--- config.mk ---
export PLATFORM = sky130hd
export DESIGN_NAME = plso_shift_reg
export DESIGN_NICKNAME = d
export VERILOG_FILES = /design/src/rtl/plso_pkg.sv /design/src/rtl/plso_sync.sv /design/src/rtl/plso_edge_det.sv /design/src/rtl/plso_stage_chain.sv /design/src/rtl/plso_shift_reg.sv
export SDC_FILE = /design/constraint.sdc
export NUM_CORES = 1
export LEC_CHECK = 0
export ABC_AREA = 1
export BUFFER_PORTS_ARGS = -buffer_cell sky130_fd_sc_hd__buf_2
export CAP_MARGIN = 40
export CORE_MARGIN = 1
export CORE_UTILIZATION = 35
export DETAILED_ROUTE_END_ITERATION = 6
export PLACE_DENSITY = 0.59
export SLEW_MARGIN = 30
export SYNTH_ARGS = -nofsm -noshare
export SYNTH_HDL_FRONTEND = slang
export SYNTH_HIERARCHICAL = 1
export SYNTH_SLANG_ARGS = --single-unit
--- constraint.sdc ---
create_clock -name clk -period 1.4 [get_ports clk]
set_input_delay 0.28 -clock clk [delete_from_list [all_inputs] [get_ports clk]]
set_output_delay 0.28 -clock clk [all_outputs]
set_load 0.05 [all_outputs]
--- src/rtl/plso_pkg.sv ---
package plso_pkg;

   typedef enum logic [1:0] {
      OP_HOLD  = 2'd0,
      OP_SHIFT = 2'd1,
      OP_LOAD  = 2'd2
   } plso_op_e;

   // Load has priority over a detected edge.
   function automatic plso_op_e pick_op(input logic load_low, input logic edge_seen);
      if (load_low)       return OP_LOAD;
      else if (edge_seen) return OP_SHIFT;
      else                return OP_HOLD;
   endfunction

endpackage

--- src/rtl/plso_sync.sv ---
module plso_sync #(
   parameter int              WIDTH   = 1,
   parameter int              STAGES  = 2,
   parameter logic [WIDTH-1:0] RST_VAL = '0
) (
   input  logic             clk,
   input  logic             rst,
   input  logic [WIDTH-1:0] d,
   output logic [WIDTH-1:0] q
);

   generate
      if (WIDTH < 1) begin : g_bad_width
         $error("plso_sync: WIDTH must be at least 1");
      end
      if (STAGES < 0) begin : g_bad_stages
         $error("plso_sync: STAGES must not be negative");
      end

      if (STAGES == 0) begin : g_bypass
         assign q = d;
      end else begin : g_chain
         logic [WIDTH-1:0] pipe [STAGES];

         always_ff @(posedge clk) begin
            if (rst) begin
               for (int i = 0; i < STAGES; i++) pipe[i] <= RST_VAL;
            end else begin
               pipe[0] <= d;
               for (int i = 1; i < STAGES; i++) pipe[i] <= pipe[i-1];
            end
         end

         assign q = pipe[STAGES-1];
      end
   endgenerate

endmodule

--- src/rtl/plso_edge_det.sv ---
module plso_edge_det (
   input  logic clk,
   input  logic rst,
   input  logic line_a,
   input  logic line_b,
   output logic rise
);

   logic merged;
   logic merged_prev;

   assign merged = line_a | line_b;

   always_ff @(posedge clk) begin
      if (rst) merged_prev <= 1'b0;
      else     merged_prev <= merged;
   end

   assign rise = merged & ~merged_prev;

   // A line held high across a cycle masks the other line.
   assert_inhibit_blocks_R5: assert property (@(posedge clk) disable iff (rst)
      (line_a && $past(line_a) && !$past(rst)) || (line_b && $past(line_b) && !$past(rst)) |-> !rise);

   // Each rise of the merged clock gives a single detected edge.
   assert_single_edge_R6: assert property (@(posedge clk) disable iff (rst)
      rise |=> !rise);

endmodule

--- src/rtl/plso_stage_chain.sv ---
module plso_stage_chain
   import plso_pkg::*;
#(
   parameter int WIDTH = 8
) (
   input  logic             clk,
   input  logic             rst,
   input  plso_op_e         op,
   input  logic             din,
   input  logic [WIDTH-1:0] par,
   output logic [WIDTH-1:0] stages
);

   generate
      if (WIDTH < 2) begin : g_bad_width
         $error("plso_stage_chain: WIDTH must be at least 2");
      end

      for (genvar k = 0; k < WIDTH; k++) begin : g_stage
         logic feed;
         if (k == 0) begin : g_head
            assign feed = din;
         end else begin : g_body
            assign feed = stages[k-1];
         end

         always_ff @(posedge clk) begin
            if (rst) begin
               stages[k] <= 1'b0;
            end else begin
               unique case (op)
                  OP_LOAD:  stages[k] <= par[k];
                  OP_SHIFT: stages[k] <= feed;
                  default:  stages[k] <= stages[k];
               endcase
            end
         end
      end
   endgenerate

endmodule

--- src/rtl/plso_shift_reg.sv ---
module plso_shift_reg
   import plso_pkg::*;
#(
   parameter int WIDTH       = 8,
   parameter int SYNC_STAGES = 2
) (
   input  logic             clk,
   input  logic             rst,
   input  logic             load_n,
   input  logic             ck_a,
   input  logic             ck_b,
   input  logic             ser_in,
   input  logic [WIDTH-1:0] par_in,
   output logic             q_last,
   output logic             q_last_n
);

   localparam int BUS_W = WIDTH + 4;
   // load_n rests high so reset does not look like a load request.
   localparam logic [BUS_W-1:0] BUS_RST = {{WIDTH{1'b0}}, 4'b1000};

   logic [BUS_W-1:0] bus_raw;
   logic [BUS_W-1:0] bus_s;
   logic             load_n_s;
   logic             ck_a_s;
   logic             ck_b_s;
   logic             ser_s;
   logic [WIDTH-1:0] par_s;
   logic             rise;
   plso_op_e         op;
   logic [WIDTH-1:0] stages;

   generate
      if (WIDTH < 2) begin : g_bad_width
         $error("plso_shift_reg: WIDTH must be at least 2");
      end
   endgenerate

   assign bus_raw = {par_in, load_n, ck_a, ck_b, ser_in};

   plso_sync #(
      .WIDTH   (BUS_W),
      .STAGES  (SYNC_STAGES),
      .RST_VAL (BUS_RST)
   ) u_sync (
      .clk (clk),
      .rst (rst),
      .d   (bus_raw),
      .q   (bus_s)
   );

   assign par_s    = bus_s[BUS_W-1:4];
   assign load_n_s = bus_s[3];
   assign ck_a_s   = bus_s[2];
   assign ck_b_s   = bus_s[1];
   assign ser_s    = bus_s[0];

   plso_edge_det u_edge (
      .clk    (clk),
      .rst    (rst),
      .line_a (ck_a_s),
      .line_b (ck_b_s),
      .rise   (rise)
   );

   assign op = pick_op(~load_n_s, rise);

   plso_stage_chain #(
      .WIDTH (WIDTH)
   ) u_chain (
      .clk    (clk),
      .rst    (rst),
      .op     (op),
      .din    (ser_s),
      .par    (par_s),
      .stages (stages)
   );

   assign q_last   = stages[WIDTH-1];
   assign q_last_n = ~stages[WIDTH-1];

   // Load level overrides a same-cycle edge.
   assert_load_follows_R2: assert property (@(posedge clk) disable iff (rst)
      !load_n_s |=> stages == $past(par_s));

   // A detected edge with load high moves every stage one place.
   assert_shift_step_R4: assert property (@(posedge clk) disable iff (rst)
      load_n_s && rise |=> stages == {$past(stages[WIDTH-2:0]), $past(ser_s)});

   // Without an edge, serial data is not looked at and nothing moves.
   assert_hold_no_edge_R10: assert property (@(posedge clk) disable iff (rst)
      load_n_s && !rise |=> $stable(stages));

   // Output pair stays complementary at every sample.
   assert_outputs_complement_R7: assert property (@(posedge clk) disable iff (rst)
      q_last_n != q_last);

endmodule

==> results.toml <==
[run_status]
status = "finished, final reports clean"

[detailed_routing]
wl_met1_um = 821
highest_layer = "met4"
dr_wl_met3_um = 114
first_pass_iters = 4
post_drt_wl_per_cell_um = 7.362
via_count = 812
finalWirelength_mm = 1.627
viasPerCell = 3.674
drt-initial-drc-count = 16
drcViolationCount = 0
antenna_left = 0
met2WireLength_um = 672

[critical_path]
path_buf_inv = 2
worst-path-max-fanout = 8
cp_cell_sequence = "nor2_2, nor2_1, nand2_1, inv_1, ha_4, clkinv_4, o21ai_0, nor2_1"
crit_family = "flip-flops"
worstPathArrival_ns = 1.52
critPathKind = "flip-flop to flip-flop"
crit_slowest_cell = "dfxtp_1"
worst_path_largest_cell_delay_ns = 0.32
endpoint_kind = "flip-flop"
critical_path.startpoint_type = "flip-flop"
cpMostUsedCell = "nor2_1"
critPathRequiredTime_ns = 1.63

[sta]
min_period_over_period_pct = 91.99
setup_tns_ns = 0
slew_viol_final = 0
slew_headroom_pct = 83.68
layout_min_cycle_time_ns = 1.288
rsz0062_at_grt = "no"
worst_pin_slew_ns = 0.2464
finalHoldViolations = 0
fin_ws_ns = 0.1121
skew_ns = 0.005354
fmax_ghz = 0.7764
setup_viol = 0

[grt]
grt_max_degree = 24
grt_pass1_wl_mm = 2.953
antenna_found_initial = 0
grt_pass1_vias = 726
overflow = 0
track_usage_pct = 9.965

[clocking]
cts.sinks = 33
hold_buffers = 0
cts_root_buf = "clkbuf_4"
htree_levels = 2
clk_pin_slew_ns = 0.10
clock_path_buffers = 2
numCtsBuffers = 5
cts_tree = "yes"
clk_latency_ns = 0.33

[finish]
regArea_um2 = 660.6
drive_gt1_share_pct = 19.43
syn_to_final_growth_pct = 8.751
fillCellCount = 364
final_common_cell = "nor2_1"
final_cell_area_um2 = 1384
mostFrequentLayoutCells = "45 x nor2_1, 38 x inv_1, 33 x dfxtp_1"
postLayoutCoreUtil_pct = 40.51
multi_input_area_um2 = 335.3
antenna_cells = 0
num-nets-final = 189

[floorplan]
pin_count = 16
die_h_um = 62.30
fp.coreArea_um2 = 3416
fp.dieArea_um2 = 3881
initial_utilization_pct = 37.25
die_x_um = 62.30
row_count = 21

[worst_hold_path]
hp-class = "input port to flip-flop"

[place]
portBuffers = 15
hpwlAfterDp_um = 969.8
place_ws_ns = 0.06208
gp_congestion = 0.6661
place_area_um2 = 1290

[power]
ir_worst_vdd_mv = 0.7509
p_total_w = 0.001814
powerDensity_nw_per_um2 = 1311
power.leakage_nw = 0.7008

[logic_synthesis]
netlist_area_um2 = 1272
synth_fp_nets = 181
yosys_warnings = 6
synth_cells = 166
avgSynthCellArea_um2 = 7.665

[flow_run]
cap_viol_max_count = 0
==> power by group <==
part / switching (W) / leakage (nW) / internal [W]
logic: 0.000119 / 0.387 / 0.0000791
registers: 0.0000200 / 0.273 / 0.000995
clock network: 0.000309 / 0.0413 / 0.000291
==> layout make-up <==
| type | count | share of cell area (%) |
|---|---|---|
| Sequential cell | 33 | 47.74 |
| Clock inverter | 1 | 0.3617 |
| Tap cell | 46 | 4.159 |
| Multi-Input combinational cell | 77 | 24.23 |
| Timing Repair inverter | 1 | 0.4521 |
| Clock buffer | 7 | 4.702 |
| Timing Repair Buffer | 17 | 7.414 |
| Inverter | 39 | 10.94 |
==> state kept, by name, summed over array words and instances, names as in the netlist <==
| register | cells |
|---|---|
| u_sync/g_chain.pipe | 24 |
| u_chain/g_stage.feed | 7 |
| u_chain/stages | 1 |
| u_edge/merged_prev | 1 |
==> worst paths after layout <==
check / from / end / slack (ns) / cells after the start
worst max register to register: u_sync/g_chain.pipe[0][13] / u_chain/g_stage[4].feed / 0.11 / 8
worst max-delay path: u_sync/g_chain.pipe[0][13] / u_chain/g_stage[4].feed / 0.11 / 8
worst min-delay path: load_n / u_sync/g_chain.pipe[0][3] / 0.12 / 3
worst min register to register: u_sync/g_chain.pipe[0][10] / u_sync/g_chain.pipe[0][22] / 0.41 / 2
==> through the flow <==
| step | instances | hold slack (ns) |
|---|---|---|
| final | 221 | 0.1202 |
| after global routing | 221 | 0.1185 |
| after floorplan | 166 | 0.3512 |
| after detailed placement | 212 | 0.3920 |
| after CTS | 220 | 0.1016 |
| after global placement | 212 | 0.3888 |
==> worst reg2reg max path, delay by kind of cell, from the launching register on <==
kind | cells | cell delay, ns
flops | 1 | 0.32
fa+ha+maj | 1 | 0.30
compound gates | 1 | 0.16
simple gates | 4 | 0.26
buf+inv | 2 | 0.15
==> layer usage <==
layer	GRT usage [%]	vias up
met4	6.105	0
li1	-	469
met5	0	-
met1	11.46	318
met3	5.515	2
met2	14.29	23
==> repair_timing <==
item,CTS,global route
setup endpoints to repair,0,8
hold endpoints to repair,0,0
setup buffers,0,0
gates resized for setup,0,9
Power figures use the tool's default switching activity.
